[config.mk]
export PLATFORM = sky130hd
export DESIGN_NAME = irq_cause_mask
export DESIGN_NICKNAME = d
export VERILOG_FILES = /design/src/rtl/irq_pkg.sv /design/src/rtl/irq_bus_decode.sv /design/src/rtl/irq_cause_reg.sv /design/src/rtl/irq_mask_reg.sv /design/src/rtl/irq_read_port.sv /design/src/rtl/irq_out_stage.sv /design/src/rtl/irq_cause_mask.sv
export SDC_FILE = /design/constraint.sdc
export NUM_CORES = 1
export LEC_CHECK = 0
export ABC_CLOCK_PERIOD_IN_PS = 1700
export BUFFER_PORTS_ARGS = -buffer_cell sky130_fd_sc_hd__buf_2
export CAP_MARGIN = 25
export CORE_AREA = 2 2 105 107
export CTS_BUF_LIST = sky130_fd_sc_hd__clkbuf_8
export DETAILED_ROUTE_END_ITERATION = 7
export DIE_AREA = 0 0 107 109
export SYNTH_ARGS = -nofsm -noshare
export SYNTH_HDL_FRONTEND = slang
export SYNTH_SLANG_ARGS = --single-unit
export TNS_END_PERCENT = 50
[constraint.sdc]
create_clock -name clk -period 1.7 [get_ports clk]
set_input_delay 0.085 -clock clk [delete_from_list [all_inputs] [get_ports clk]]
set_output_delay 0.085 -clock clk [all_outputs]
set_load 0.05 [all_outputs]
[src/rtl/irq_pkg.sv]
package irq_pkg;

  typedef enum logic [1:0] {
    LOC_CAUSE_RD  = 2'd0,
    LOC_CAUSE_SET = 2'd1,
    LOC_MASK_SET  = 2'd2,
    LOC_MASK_CLR  = 2'd3
  } loc_e;

  typedef struct packed {
    logic cause_rd;
    logic cause_set;
    logic mask_set;
    logic mask_clr;
    logic mask_rd;
  } strobe_t;

endpackage

[src/rtl/irq_bus_decode.sv]
module irq_bus_decode
  import irq_pkg::*;
(
  input  logic [1:0] reg_addr,
  input  logic       reg_rd,
  input  logic       reg_wr,
  output strobe_t    strb
);

  loc_e loc;

  always_comb begin
    loc            = loc_e'(reg_addr);
    strb           = '0;
    strb.cause_rd  = reg_rd && (loc == LOC_CAUSE_RD);
    strb.mask_rd   = reg_rd && (loc == LOC_MASK_SET);
    strb.cause_set = reg_wr && (loc == LOC_CAUSE_SET);
    strb.mask_set  = reg_wr && (loc == LOC_MASK_SET);
    strb.mask_clr  = reg_wr && (loc == LOC_MASK_CLR);
  end

endmodule

[src/rtl/irq_cause_reg.sv]
module irq_cause_reg #(
  parameter int NUM_SRC = 32
) (
  input  logic               clk,
  input  logic               rst_n,
  input  logic [NUM_SRC-1:0] evt,
  input  logic               clr_all,
  input  logic               set_en,
  input  logic [NUM_SRC-1:0] set_data,
  output logic [NUM_SRC-1:0] cause_q
);

  for (genvar b = 0; b < NUM_SRC; b++) begin : g_bit
    logic hold;
    logic raise;
    always_comb begin
      hold  = cause_q[b] && !clr_all;
      raise = evt[b] || (set_en && set_data[b]);
    end
    always_ff @(posedge clk or negedge rst_n) begin
      if (!rst_n) cause_q[b] <= 1'b0;
      else        cause_q[b] <= hold || raise;
    end
  end

endmodule

[src/rtl/irq_mask_reg.sv]
module irq_mask_reg #(
  parameter int NUM_SRC = 32
) (
  input  logic               clk,
  input  logic               rst_n,
  input  logic               set_en,
  input  logic               clr_en,
  input  logic [NUM_SRC-1:0] data,
  output logic [NUM_SRC-1:0] mask_q
);

  logic [NUM_SRC-1:0] mask_d;

  always_comb begin
    mask_d = mask_q;
    if (set_en) mask_d = mask_d | data;
    if (clr_en) mask_d = mask_d & ~data;
  end

  always_ff @(posedge clk or negedge rst_n) begin
    if (!rst_n) mask_q <= '0;
    else        mask_q <= mask_d;
  end

endmodule

[src/rtl/irq_read_port.sv]
module irq_read_port
  import irq_pkg::*;
#(
  parameter int NUM_SRC = 32
) (
  input  logic               clk,
  input  logic               rst_n,
  input  logic               rd_any,
  input  strobe_t            strb,
  input  logic [NUM_SRC-1:0] cause_q,
  input  logic [NUM_SRC-1:0] mask_q,
  output logic [NUM_SRC-1:0] rdata_q
);

  logic [NUM_SRC-1:0] rsel;

  always_comb begin
    rsel = '0;
    if (strb.cause_rd) rsel = cause_q;
    if (strb.mask_rd)  rsel = mask_q;
  end

  always_ff @(posedge clk or negedge rst_n) begin
    if (!rst_n)      rdata_q <= '0;
    else if (rd_any) rdata_q <= rsel;
  end

endmodule

[src/rtl/irq_out_stage.sv]
module irq_out_stage #(
  parameter int NUM_SRC = 32
) (
  input  logic               clk,
  input  logic               rst_n,
  input  logic [NUM_SRC-1:0] cause_q,
  input  logic [NUM_SRC-1:0] mask_q,
  output logic               irq_q
);

  logic pend;

  always_comb pend = |(cause_q & mask_q);

  always_ff @(posedge clk or negedge rst_n) begin
    if (!rst_n) irq_q <= 1'b0;
    else        irq_q <= pend;
  end

endmodule

[src/rtl/irq_cause_mask.sv]
module irq_cause_mask
  import irq_pkg::*;
#(
  parameter int NUM_SRC = 32
) (
  input  logic               clk,
  input  logic               rst_n,
  input  logic [NUM_SRC-1:0] evt_i,
  input  logic [1:0]         reg_addr,
  input  logic               reg_rd,
  input  logic               reg_wr,
  input  logic [NUM_SRC-1:0] reg_wdata,
  output logic [NUM_SRC-1:0] reg_rdata,
  output logic               irq_o
);

  strobe_t            strb;
  logic [NUM_SRC-1:0] cause_q;
  logic [NUM_SRC-1:0] mask_q;

  irq_bus_decode u_dec (
    .reg_addr (reg_addr),
    .reg_rd   (reg_rd),
    .reg_wr   (reg_wr),
    .strb     (strb)
  );

  irq_cause_reg #(.NUM_SRC(NUM_SRC)) u_cause (
    .clk      (clk),
    .rst_n    (rst_n),
    .evt      (evt_i),
    .clr_all  (strb.cause_rd),
    .set_en   (strb.cause_set),
    .set_data (reg_wdata),
    .cause_q  (cause_q)
  );

  irq_mask_reg #(.NUM_SRC(NUM_SRC)) u_mask (
    .clk    (clk),
    .rst_n  (rst_n),
    .set_en (strb.mask_set),
    .clr_en (strb.mask_clr),
    .data   (reg_wdata),
    .mask_q (mask_q)
  );

  irq_read_port #(.NUM_SRC(NUM_SRC)) u_rd (
    .clk     (clk),
    .rst_n   (rst_n),
    .rd_any  (reg_rd),
    .strb    (strb),
    .cause_q (cause_q),
    .mask_q  (mask_q),
    .rdata_q (reg_rdata)
  );

  irq_out_stage #(.NUM_SRC(NUM_SRC)) u_out (
    .clk     (clk),
    .rst_n   (rst_n),
    .cause_q (cause_q),
    .mask_q  (mask_q),
    .irq_q   (irq_o)
  );

endmodule

* After elaboration in Yosys (flattened, before gate mapping) *
Cells that the tools add are included.

word-level totals
  flip-flop bits (word level) = 97
  bits of input ports = 70
  output and inout port bits = 33
  word-level logic and storage cells = 182

cells by class
  equality and inequality tests = 3
  mux-type cells = 4
  bitwise operators = 4
  reduce and logical (&&, ||, !) cells = 136

operators with widths
  operator              number
  $mux W32              4
  $logic_and A1 B1 Y1   69
  $and A32 B32 Y32      2
  $logic_or A1 B1 Y1    64
  $not A32 Y32          1
  $or A32 B32 Y32       1
  $reduce_or A32 Y1     1
  $eq A2 B2 Y1 const B  2
  $eq A2 B1 Y1 const B  1
  $logic_not A2 Y1      1
  $logic_not A1 Y1      1

* Longest topological paths before layout *
Gate-level depths: netlist (run 1).

  word-level depth = 5
  depth in mapped cells = 6
  depth with buffers taken out = 3

* Modules after synthesis *
A second synthesis (run 1) with hierarchy kept.

second synthesis, totals
  cells, all modules = 377
  area, all modules = 4179.0 µm²

modules (own cells, without submodules)
  module          instances  cells each  area each (µm²)  seq. area each (µm²)
  irq_read_port   1          177         1591.5           800.8
  irq_cause_reg   1          71          1193.6           800.8
  irq_mask_reg    1          102         1169.9           800.8
  irq_out_stage   1          22          182.7            25.0
  irq_bus_decode  1          5           41.3             0.0

* Worst setup path before layout (run 1) *
OpenSTA, ideal clock, no wires.

  path kind = flip-flop to flip-flop
  from = register with a tool-made name
  to = register u_out.irq_q
  library setup time = 138 ps
  data arrival time = 1130 ps
  slack = 431 ps
  cell stages (with the launch flop) = 4
  path buffers = 0
  cells stage by stage = dfrtp_1 > a22oi_1 > nand4_1 > or4_1

RTL lines
  element               line                 source
  end signal, assigned  irq_out_stage.sv:17  else irq_q <= pend;
  end, declared         irq_out_stage.sv:8   output logic irq_q

==> results.md, run 1 <==
CTS:
- The tree built by TritonCTS fans out to 97 sinks.
- The root cell of the clock tree is sky130_fd_sc_hd__clkbuf_8.
- The total clock buffers created by CTS is 9.
- The deepest level of the CTS H-tree is 3.
- TritonCTS built the clock tree.
- The clock insertion delay at the later pin of the skew report is 0.37 ns.
- The clock passes through at most 2 buffers.
- The clock transition time at the flip-flop clock pins of the worst setup and hold paths is 0.09 ns.

STA:
- Clock skew on the completed layout was measured at 0.01166 ns.
- The max-slew violation total from the final report is 0.
- The number of hold violations in the final report is 0.
- The peak clock frequency supported by timing is 688.9 MHz.
- The final count of negative-setup-slack endpoints is 0.
- The final cycle utilization of the critical path is 0.8539.
- The slew at the pin closest to its max-slew limit is 0.4745 ns.
- The max-slew headroom at the worst pin is 0.6837.
- Setup repair after global routing left no endpoint under its margin.
- Adding up every negative setup slack in the final design gives 0 ns.
- The time the worst path needs with I/O delays and setup is 1.452 ns.

Min path:
- The worst hold path belongs to the class in -> reg.

Detailed routing:
- In this run, the number of DRC markers left after iteration 0 of detailed routing was between 200 and 250.
- The total vias in the final route is around 3600.
- The number of nets with antenna violations after detailed routing is 0.
- The number of iterations in the first detailed-routing pass is 5.
- For this run, design rule violations remaining after detail routing come to 0.
- After detailed routing, the average wire length per cell comes to about 18 um.
- The ratio of routed vias to standard cells is between 5 and 6.
- The routed wire length is approximately 12000 um.

Finish:
- From synthesis to final layout, the design area changed by 44.76%.
- At the end of the flow the core is filled with cells to 0.5610.
- Leaving out fill and tap cells, the most frequent cells in the layout are sky130_fd_sc_hd__buf_2 (101), sky130_fd_sc_hd__dfrtp_1 (97), sky130_fd_sc_hd__dlygate4sd3_1 (90), sky130_fd_sc_hd__inv_1 (34), sky130_fd_sc_hd__nand2_1 (33).
- The library cell used most frequently in the layout, excluding fill and tap cells, is sky130_fd_sc_hd__buf_2.
- After routing the design area is 5948 um2.
- The final net count is 603.
- The repair_antennas step left the layout with diodes totalling 0.
- Registers take 2427 um2.
- The filler cells instantiated in the layout total 904.
- The fraction of layout cells with a size suffix above 1 is 0.2416.
- The multi-input combinational cells in the finished layout cover a total of ~1400 um2.

Pwr:
- The total power per unit cell area is 1018 nW/um2.
- The leakage power summed over all cells is about 0.0027 uW.
- The worst IR drop on VDD is around 0.41 mV.
- The completed layout was analyzed and its total power is 6053 uW.

Critical path:
- Traced cell by cell, the critical path runs through a22oi_1, nand4_1, or4_1.
- The delay of the slowest cell on the worst path is 0.53 ns.
- The signal arrival time at the worst endpoint is about 1.7 ns.
- The critical path launch point type is a flip-flop.
- The critical path contains buffers and inverters numbering 0 combined.
- The worst setup path is of the reg -> reg kind.
- The cell type of the slowest stage on the worst timing path is sky130_fd_sc_hd__or4_1.
- The largest delay contributor family on the critical path is simple AND/OR/NAND/NOR gates.
- The largest fanout of any net on the critical path is 3.
- The worst setup path is captured at a flip-flop.
- STA puts the critical path data required time at 1.94 ns.

Synth:
- The synthesized area is 4109 um2.
- The net count after synthesis is 412.
- The share of the Yosys chip area taken by registers is 0.5907.
- The Yosys step of the flow raised 0 warnings.
- The number of enable-type register cells in the synthesized netlist is 0.
- The post-synthesis register bit count is 97.
- The number of distinct library cells after synthesis is 20.
- The post-synthesis cell count is 342.
- Dividing the synthesized area by the synthesized cell count gives 12.01 um2.
- In the synthesized netlist the dominant register cell turns out to be sky130_fd_sc_hd__dfrtp_1.
- The share of async-settable or async-resettable flops after synthesis is 1.000.

Global routing:
- The number of antenna violations at the first check in global routing came to 0.
- The via count of the first global-routing pass is about 3700.
- For this run, the total global-route usage over all layers was measured as 0.2206.
- The global-route wire length before repair is around 20000 um.
- The overflow left after global routing is 0.
- Entering global routing, the biggest net connects 36 pins.

Floorplan:
- The floorplan has 38 rows.
- The y dimension of the die is about 110 um.
- In this run the count of I/O pins placed on the die edge is about 100.
- The die covers between 10000 and 15000 um2.
- The core region is 10600 um2.
- The width of the die is approximately 110 um.
- The initial utilization of the core area, before any placement, comes to 0.3875.

Placed design:
- Buffers placed on the I/O ports in this run total 102.
- The post-detailed-placement half-perimeter wirelength is 7707 um.
- The instance area at placement is 4788 um2.
- The weighted congestion reported at the end of routability-driven placement is slightly below 0.8.

Job:
- The number of violations of the max-capacitance limit is 0.

Outcome:
- The run finished with clean final reports.
## through the flow
stage / cells / worst slack, ns / hold slack, ns
finish: 678 / 0.2484 / 0.002227
global route: 678 / 0.1723 / 0.0002238
CTS: 677 / 0.2277 / 0.001513
detailed placement: 572 / 0.2640 / 0.07212
global placement: 572 / 0.2683 / 0.06202
floorplan: 342 / 0.4313 / -0.2106
## kinds of logic (layout without fill, tap and decap cells)
group	Yosys count	after routing	synth area share
flip-flops	97	97	0.5907
AO/OA/AOI/OAI	113	113	0.2244
AND/OR/NAND/NOR	43	43	0.04507
buffers and inverters	57	253	0.06182
multiplexers	32	32	0.07795
## worst paths after layout
kind / from / end / slack, ns / cells past startpoint
setup / recovery: flip-flop / u_out.irq_q$_DFF_PN0_ / 0.25 / 3
hold / removal: reg_wdata[17] / flip-flop / 0.002 / 2
setup reg to reg: flip-flop / u_out.irq_q$_DFF_PN0_ / 0.25 / 3
hold reg to reg: u_rd.rdata_q[12]$_DFFE_PN0P_ / u_rd.rdata_q[12]$_DFFE_PN0P_ / 0.53 / 2
max in group asynchronous: rst_n / u_rd.rdata_q[27]$_DFFE_PN0P_ / 0.93 / 3
min in group asynchronous: rst_n / u_rd.rdata_q[8]$_DFFE_PN0P_ / 0.21 / 2
## cell type report
type / count / area share
Clock buffer: 9 / 0.02082
Inverter: 32 / 0.02019
Sequential cell: 97 / 0.4081
Timing Repair Buffer: 205 / 0.2583
Tap cell: 140 / 0.02945
Clock inverter: 7 / 0.02272
Multi-Input combinational cell: 188 / 0.2404
## synth_stat cells, types with 2 or more instances
cell type	count	area (um2)
sky130_fd_sc_hd__a221o_1	32	320.3
sky130_fd_sc_hd__inv_1	32	120.1
sky130_fd_sc_hd__mux2i_1	32	320.3
sky130_fd_sc_hd__buf_1	3	11.26
sky130_fd_sc_hd__buf_4	4	30.03
sky130_fd_sc_hd__a22oi_1	16	120.1
sky130_fd_sc_hd__clkbuf_1	3	11.26
sky130_fd_sc_hd__nor2_1	2	7.510
sky130_fd_sc_hd__a22o_1	31	271.5
sky130_fd_sc_hd__a21oi_1	2	10.01
sky130_fd_sc_hd__buf_2	14	70.07
sky130_fd_sc_hd__dfrtp_1	97	2427
sky130_fd_sc_hd__nand4_1	4	25.02
sky130_fd_sc_hd__nand2_1	33	123.9
sky130_fd_sc_hd__o22ai_1	32	200.2
## what timing repair did
action	4_1_cts	5_1_grt
hold buffers	89	1
hold endpoints to repair	93	1
buffers inserted	0	0
gates resized for setup	0	0
endpoints found under the setup margin	0	0
## worst reg2reg max path, stage by stage, from the launching register on
cell and delay [ns]:
sky130_fd_sc_hd__dfrtp_1 0.41, sky130_fd_sc_hd__a22oi_1 0.22, sky130_fd_sc_hd__nand4_1 0.16, sky130_fd_sc_hd__or4_1 0.53
## where the power goes
group | leakage, uW | internal [uW] | switching [uW]
logic | 0.00149 | 570 | 770
clock network | 0.000132 | 1120 | 805
registers | 0.00109 | 2580 | 209
total | 0.00272 | 4270 | 1780
## routing by layer
layer  vias to the layer above  global-route usage  share of wire
li1                       1674                   -              -
met1                      1780              0.3044           0.44
met2                       107              0.3503           0.48
met3                        19             0.03766          0.051
met4                         0             0.08442          0.021
met5                         -                   0              0
(Power assumes the default switching activity.)
==> run 2: changes to the inputs <==
--- a/config.mk
+++ b/config.mk
@@ -5,13 +5,14 @@
 export SDC_FILE = /design/constraint.sdc
 export NUM_CORES = 1
 export LEC_CHECK = 0
+export ABC_AREA = 1
 export ABC_CLOCK_PERIOD_IN_PS = 1700
 export BUFFER_PORTS_ARGS = -buffer_cell sky130_fd_sc_hd__buf_2
 export CAP_MARGIN = 25
-export CORE_AREA = 2 2 105 107
+export CORE_AREA = 2 2 107 109
 export CTS_BUF_LIST = sky130_fd_sc_hd__clkbuf_8
 export DETAILED_ROUTE_END_ITERATION = 7
-export DIE_AREA = 0 0 107 109
+export DIE_AREA = 0 0 109 111
 export SYNTH_ARGS = -nofsm -noshare
 export SYNTH_HDL_FRONTEND = slang
 export SYNTH_SLANG_ARGS = --single-unit
==> results.md, run 2 <==
CTS:
- The count of clock tree sinks is 97.
- The clock tree from TritonCTS is yes.
- The H-tree was split into 3 levels.
- Clock tree synthesis inserted a total of 9 buffers.
- At the later pin of the worst-skew pair, clock insertion delay measures 0.37 ns.
- The root buffer cell chosen for the clock tree is sky130_fd_sc_hd__clkbuf_8.
- After clock tree synthesis, the clock-pin slew on the worst setup and hold paths is about 0.09 ns.
- The clock passes through at most 2 buffers.

Detailed routing:
- The number of DRC violations after detailed routing is 0.
- For this run, the detailed router's first-pass iteration total came to 5.
- After detailed routing, the met2 layer carries 6230 um of wire.
- The total vias in the final route is 4219.
- The number of nets with antenna violations after detailed routing is 0.
- The detailed-route wire length per cell is 15.11 um.
- The ratio of routed vias to standard cells is 4.940.
- The routed wire length is 12910 um.
- The routed length on met3 is roughly 770 um.
- For this block, the initial DRC count from the detailed router was 296.
- The uppermost layer routed is met4.
- The routed metal-1 wire length is roughly 5800 um.

Floorplan:
- The width of the die is approximately 110 um.
- The I/O pin total is 103.
- Measured along the y axis, the die boundary spans 111 um.
- For this configuration, the core starts out at a cell density of 0.3854.
- The die covers 12100 um2.
- The number of placement rows is 39.
- The placeable core region is 11080 um2.

Pwr:
- The worst IR drop on VDD is about 0.37 mV.
- Cell internal power was estimated by the tool at ~3600 uW.
- The leakage power summed over all cells is 0.002799 uW.
- The switching share of power is 0.3391.
- The total power per unit cell area is 907.8 nW/um2.
- The portion of total power attributed to sequential cells is 0.508.
- The share of total power dissipated in combinational logic is 0.243.
- The switching component of the power is 1864 uW.
- The clock network fraction of total power is 0.249.

Critical path:
- STA classifies the critical path endpoint as a flip-flop.
- The critical path launch point type is an input port.
- The required time of the worst setup path is 1.95 ns.
- The delay of the slowest cell on the worst path is 0.57 ns.
- Walking the worst path, the cells encountered are buf_2, inv_2, buf_6, nand3_1, buf_4, a21oi_1, nand2_1, dlygate4sd3_1.
- In this run the worst path has a maximum fanout of 33.
- The worst setup path is of the in -> reg kind.
- The cell type of the slowest stage on the worst timing path is sky130_fd_sc_hd__dlygate4sd3_1.
- The signal arrival time at the worst endpoint is between 1.5 and 2 ns.

Synth:
- The number of nets handed over by synthesis was around 600.
- The sequential element share of the synthesized area is 0.5686.
- The cell taking the most area after synthesis is sky130_fd_sc_hd__dfrtp_1.
- After synthesis, the largest family of logic cells by area is simple AND/OR/NAND/NOR gates.
- The post-synthesis register bit count is 97.
- The most frequent cell after synthesis is sky130_fd_sc_hd__nand2_1.
- By area the synthesized netlist is led by sky130_fd_sc_hd__dfrtp_1 (57%), sky130_fd_sc_hd__nand2_1 (16%), sky130_fd_sc_hd__o21ai_0 (7.3%).
- For this run, asynchronously set or reset flops after synthesis account for 1.000.
- By count the netlist is led by sky130_fd_sc_hd__nand2_1 (182), sky130_fd_sc_hd__dfrtp_1 (97), sky130_fd_sc_hd__o21ai_0 (62).
- The fraction of the mapped netlist area in compound gates was 0.1123.
- The synthesized area per cell is 8.257 um2.
- The most frequently used flop master after synthesis is sky130_fd_sc_hd__dfrtp_1.
- Of the total synthesized cell area, the portion taken by XOR and XNOR cells is 0.
- Of the total synthesized cell area, the portion taken by AND, OR, NAND and NOR gates is 0.2608.
- In this run the cell area of the synthesized design comes to ~4300 um2.
- The top-area cell type share of the netlist area is 0.5686.
- In this run, distinct cell masters in the synthesized netlist total 13.
- The number of enable-type register cells in the synthesized netlist is 0.
- After synthesis, the share of cell area in mux cells is 0.
- Of the total synthesized cell area, the portion taken by full adders, half adders and majority gates is 0.
- The post-synthesis cell count is 517.
- For this run, the number of Yosys warnings is 0.

STA:
- The largest clock skew in the final design is 0.01446 ns.
- The max-slew violation total from the final report came to 0.
- Setup repair after global routing left no endpoint under its margin.
- Measured against its own limit, the worst slew margin works out to 0.6303.
- The number of hold violations in the final report is 0.
- In the final timing run, aggregate negative setup slack is 0 ns.
- The time the worst path needs with I/O delays and setup is 1.482 ns.
- The final count of negative-setup-slack endpoints is 0.
- The final setup slack of the worst path is between 0.2 and 0.25 ns.
- The final cycle utilization of the critical path is 0.8720.
- At the pin with the least slew margin, the transition time is about 0.55 ns.
- Derived from the worst setup path, the maximum achievable clock frequency is 674.6 MHz.

Outcome:
- The flow ran to the end, and the final reports show no timing, DRC or antenna violations.

Finish:
- The fraction of layout cells with a size suffix above 1 is 0.1913.
- The final net count is a little under 800.
- The layout filler cell count is 1018.
- The diode insertion count for antenna repair is 0.
- The area growth from synthesis to layout is 41.88%.
- Leaving out fill and tap cells, the most frequent cell in the layout is sky130_fd_sc_hd__nand2_1.
- In the layout the commonest cells are sky130_fd_sc_hd__nand2_1 (182), sky130_fd_sc_hd__buf_2 (101), sky130_fd_sc_hd__dfrtp_1 (97), sky130_fd_sc_hd__dlygate4sd3_1 (89), sky130_fd_sc_hd__o21ai_0 (62).

Placed design:
- The post-detailed-placement half-perimeter wirelength is 7910 um.
- Port buffering added roughly 100 buffers.
- The setup slack after placement is 0.3176 ns.
- The weighted congestion reported at the end of routability-driven placement is 0.8065.

Global routing:
- Entering global routing, the biggest net connects 37 pins.
- The via count of the first global-routing pass came to 4202.
- The overflow left after global routing is 0.
- The first global-routing pass estimated between 20000 and 25000 um of wire.
- The total global-route track usage is 0.2214.
- The number of antenna violations at the first check in global routing is 0.

Job:
- Across the run, the number of max-cap violations was 0.

Min path:
- The min-delay analysis places its worst path in the category in -> reg.
==> run 2: cell count changes after synthesis, sizes merged, moves of 3 or more <==
cell	change
a221o	-32
clkbuf	+15
a22oi	-16
nand2	+149
o22ai	-32
mux2i	-32
nand3	+35
inv	+3
buf	-12
nor2	+10
nand4	+28
a21oi	+30
o21ai	+62
a22o	-31
==> run 2: metal layers <==
metal	vias up	GRT usage
li1	2080	-
met1	2001	0.2989
met2	125	0.3594
met3	13	0.03704
met4	0	0.07436
met5	-	0
==> run 2: through the flow <==
stage               cell area, um2    util  power, uW  hold slack (ns)  instances
floorplan                     4269       -       3568          -0.2106        517
global placement              4990  0.4505       3992          0.06163        749
detailed placement            4990  0.4505       4019          0.05975        749
CTS                           6053  0.5465       5524        0.0007502        854
global route                  6057  0.5468       5781         0.009881        854
finish                        6057  0.5468       5499         0.002802        854
==> run 2: cell type report <==
| cell class | instances | area [um2] | area share |
|---|---|---|---|
| sequential | 97 | 2427 | 0.4007 |
| multi-input combinational | 357 | 1602 | 0.2644 |
| timing repair buffer | 206 | 1545 | 0.2551 |
| tap | 143 | 178.9 | 0.02954 |
| clock buffer | 10 | 137.6 | 0.02272 |
| inverter | 35 | 131.4 | 0.02169 |
| clock inverter | 6 | 35.03 | 0.005784 |
==> run 2: repair_timing <==
item,in CTS,in global routing
hold buffers,89,0
endpoints found under the hold margin,85,0
resized for setup,0,1
endpoints found under the setup margin,0,1
setup buffers,0,0
==> run 2: final timing paths <==
check,startpoint,endpoint,slack (ns),cells after the start
max in group asynchronous,rst_n,u_cause.cause_q[19]$_DFF_PN0_,0.95,3
max,reg_addr[0],u_cause.cause_q[5]$_DFF_PN0_,0.22,8
min,reg_wdata[2],flip-flop,0.003,3
min reg2reg,flip-flop,u_rd.rdata_q[14]$_DFFE_PN0P_,0.50,2
max reg2reg,u_cause.cause_q[3]$_DFF_PN0_,u_cause.cause_q[3]$_DFF_PN0_,0.37,3
min in group asynchronous,rst_n,u_rd.rdata_q[27]$_DFFE_PN0P_,0.19,2
==> run 2: power by group through the flow <==
stage / Combinational [uW] / Sequential [uW] / Clock (uW)
after floorplan: 439 / 3130 / 0
after global placement: 1160 / 2830 / 0
after detailed placement: 1180 / 2840 / 0
after CTS: 1340 / 2790 / 1390
after global routing: 1470 / 2830 / 1480
final: 1340 / 2790 / 1370
==> run 2: worst max-delay path, delay by kind of cell <==
kind | cells | cell delay (ns)
buf+inv | 5 | 1.30
simple gates | 2 | 0.21
compound gates | 1 | 0.14
==> run 2: cells by family after synthesis <==
kind of cell / count (synthesis)
buffers and inverters: 63
and+or+nand+nor: 262
AOI/OAI and AO/OA: 95
DFF: 97
==> run 3: changes to the inputs <==
--- a/config.mk
+++ b/config.mk
@@ -9,10 +9,13 @@
 export ABC_CLOCK_PERIOD_IN_PS = 1700
 export BUFFER_PORTS_ARGS = -buffer_cell sky130_fd_sc_hd__buf_2
 export CAP_MARGIN = 25
+export CELL_PAD_IN_SITES_DETAIL_PLACEMENT = 1
+export CELL_PAD_IN_SITES_GLOBAL_PLACEMENT = 1
 export CORE_AREA = 2 2 107 109
 export CTS_BUF_LIST = sky130_fd_sc_hd__clkbuf_8
 export DETAILED_ROUTE_END_ITERATION = 7
 export DIE_AREA = 0 0 109 111
+export PLACE_DENSITY_LB_ADDON = 0.1
 export SYNTH_ARGS = -nofsm -noshare
 export SYNTH_HDL_FRONTEND = slang
 export SYNTH_SLANG_ARGS = --single-unit
==> results.md, run 3 (synthesis results as in run 2) <==
Pwr:
- The worst-case IR drop observed on VDD is 0.4645 mV.
- Total power for the finished layout comes to roughly 6000 uW.
- Summed over all nets, the switching power comes to just under 2000 uW.
- The internal power contribution is 4027 uW.
- The leakage power summed over all cells is between 0.002 and 0.003 uW.
- For this design the ratio of total power to cell area is 984.5 nW/um2.
- Of the total power, the clock network draws 0.301.
- The combinational cell fraction of total power is 0.228.
- The portion of total power attributed to sequential cells is 0.471.
- The switching share of power is 0.3239.

Finish:
- The final net count is 771.
- Of the cells placed in the final design, the portion with a size suffix greater than 1 is 0.1929.
- The commonest non-fill, non-tap cell in the layout is sky130_fd_sc_hd__nand2_1.
- The layout filler cell count is ~1300.
- The diode insertion count for antenna repair is 0.
- Compared with the post-synthesis result, the final layout area differs by 41.71%.
- Leaving out fill and tap cells, the most frequent cells in the layout are sky130_fd_sc_hd__nand2_1 (182), sky130_fd_sc_hd__buf_2 (101), sky130_fd_sc_hd__dfrtp_1 (97), sky130_fd_sc_hd__dlygate4sd3_1 (84), sky130_fd_sc_hd__o21ai_0 (62).

Detailed routing:
- Across all layers, the routed design uses 4353 vias.
- Summed over all layers, the routed wires come to 14840 um.
- In the final routed layout, each cell accounts on average for 17.50 um.
- Once detail routing completed, the nets flagged for antenna violations numbered 0.
- The detailed router's first-iteration violation count is 149.
- The pre-antenna-repair detailed-routing pass consisted of 4 iterations.
- The ratio of routed vias to standard cells is 5.133.
- In the routed design, unresolved DRC markers number 0.

CTS:
- Clock-pin slew was measured on the worst setup and hold paths at 0.10 ns.
- At the later pin of the worst-skew pair, clock insertion delay measures 0.37 ns.
- TritonCTS built the clock tree.
- The number of buffers between clock root and the deepest sink is 2.
- The total setup buffers inserted after CTS is 0.
- In this run, CTS created clock tree buffers numbering 9.
- The root cell of the clock tree is sky130_fd_sc_hd__clkbuf_8.
- The deepest level of the CTS H-tree is 3.
- The count of clock tree sinks is 97.

Critical path:
- The cell type of the slowest stage on the worst timing path is sky130_fd_sc_hd__dlygate4sd3_1.
- The critical path class is in -> reg.
- The critical path goes through buf_2, inv_2, nand3_1, buf_4, a21oi_1, nand2_1, dlygate4sd3_1.
- In this run the worst path has a maximum fanout of 21.
- The largest single stage delay on the critical path is ~0.58 ns.
- The category of the worst setup path capture point is a flip-flop.
- The critical path launch point type is an input port.
- At the worst endpoint, the required time is 1.95 ns.
- STA puts the critical path data arrival time at 1.78 ns.

Global routing:
- The overflow left after global routing is 0.
- Entering global routing, the biggest net connects 62 pins.
- The number of antenna violations at the first check in global routing is 0.
- The via count of the first global-routing pass is approximately 4600.
- The total global-route track usage is 0.2527.
- The global-route wire length before repair is roughly 23000 um.

Placed design:
- The post-detailed-placement half-perimeter wirelength is 8854 um.
- The weighted congestion reported at the end of routability-driven placement is around 0.79.
- The number of buffers inserted by port buffering is 102.

STA:
- The time the worst path needs with I/O delays and setup is 1.533 ns.
- Static timing analysis puts the maximum clock frequency at between 600 and 700 MHz.
- For the final routed database, the setup TNS stands at 0 ns.
- The final cycle utilization of the critical path is 0.9016.
- The number of hold violations in the final report was 0.
- The max-slew violation total from the final report was 0.
- The final count of negative-setup-slack endpoints is 0.
- The slew at the pin closest to its max-slew limit is 0.4445 ns.
- Across the routed clock network, the largest skew measured is 0.008597 ns.
- The max-slew headroom at the worst pin is 0.7037.
- Setup repair after global routing left no endpoint under its margin.

Floorplan:
- The total area inside the core boundary comes to between 10000 and 15000 um2.
- After floorplanning, the core was divided into 39 placement rows.
- The initial standard-cell utilization of the core is 0.3854.
- The width of the die is 109 um.
- The I/O pin total is 103.
- The die area is 12100 um2.
- The y dimension of the die is 111 um.

Outcome:
- The flow ran to the end, and the final reports show no timing, DRC or antenna violations.

Job:
- The number of violations of the max-capacitance limit is 0.

Min path:
- The path class of the tightest hold or removal check is in -> reg.
-- run 3: cell types whose count changed in the layout (fill, tap and decap cells not counted) --
cell / before / now
sky130_fd_sc_hd__bufinv_16: 0 / 3
sky130_fd_sc_hd__buf_12: 2 / 1
sky130_fd_sc_hd__dlygate4sd3_1: 89 / 84
sky130_fd_sc_hd__clkinv_4: 1 / 0
sky130_fd_sc_hd__buf_4: 13 / 15
sky130_fd_sc_hd__clkbuf_8: 10 / 9
sky130_fd_sc_hd__buf_6: 1 / 0
sky130_fd_sc_hd__clkinv_2: 3 / 2
sky130_fd_sc_hd__inv_1: 34 / 33
-- run 3: power by group through the flow --
| stage | clock, uW | sequential (uW) | combinational [uW] |
|---|---|---|---|
| floorplan | 0 | 3130 | 439 |
| global placement | 0 | 2830 | 1160 |
| detailed placement | 0 | 2840 | 1210 |
| CTS | 1830 | 2800 | 1360 |
| global route | 1900 | 2840 | 1490 |
| finish | 1790 | 2800 | 1360 |
-- run 3: final timing paths --
kind                                               startpoint                             to  slack (ns)  depth (start not counted)
worst max-delay path                              reg_addr[1]  u_cause.cause_q[15]$_DFF_PN0_        0.17                          7
worst min-delay path                             reg_wdata[1]                      flip-flop        0.01                          3
worst max register to register  u_cause.cause_q[15]$_DFF_PN0_  u_cause.cause_q[15]$_DFF_PN0_        0.33                          3
worst min register to register   u_rd.rdata_q[23]$_DFFE_PN0P_   u_rd.rdata_q[23]$_DFFE_PN0P_        0.50                          2
max in group asynchronous                               rst_n  u_cause.cause_q[11]$_DFF_PN0_        1.02                          3
min in group asynchronous                               rst_n                      async pin        0.06                          2
-- run 3: layout make-up --
cell class / instances / area (um2) / share of cell area
Sequential cell: 97 / 2427 / 0.4012
Multi-Input combinational cell: 357 / 1602 / 0.2647
Timing Repair Buffer: 201 / 1479 / 0.2445
Tap cell: 143 / 178.9 / 0.02958
Inverter: 35 / 131.4 / 0.02172
Clock buffer: 9 / 123.9 / 0.02048
Clock inverter: 6 / 107.6 / 0.01779
-- run 3: worst max-delay path, delay by kind of cell --
kind                   cells  cell delay, ns
and+or+nand+nor            2            0.25
buffers and inverters      4            1.26
AOI/OAI and AO/OA          1            0.17
-- run 3: metrics by stage --
| stage | instances | cell area (um2) | setup WS [ns] | hold slack, ns | utilization |
|---|---|---|---|---|---|
| 6_report | 848 | 6050 | 0.1673 | 0.01070 | 0.5461 |
| 5_1_grt | 848 | 6050 | 0.06467 | 0.01734 | 0.5461 |
| 4_1_cts | 848 | 6050 | 0.2628 | 0.002718 | 0.5461 |
| 3_5_place_dp | 749 | 4977 | 0.4153 | -0.1016 | 0.4493 |
| 3_3_place_gp | 749 | 4977 | 0.4964 | -0.1024 | 0.4493 |
| 2_1_floorplan | 517 | 4269 | 0.8094 | -0.2106 | - |
-- run 3: layer usage --
metal | track usage | up-vias | part of all wire
met5 | 0 | - | 0
met4 | 0.08632 | 0 | 0.022
met3 | 0.03233 | 23 | 0.036
met2 | 0.4414 | 101 | 0.51
met1 | 0.3183 | 2166 | 0.43
li1 | - | 2063 | -
-- run 3: timing repair --
| item | in CTS | in global routing |
|---|---|---|
| endpoints found under the hold margin | 148 | 0 |
| hold buffers | 84 | 0 |
| resized for setup | 0 | 0 |
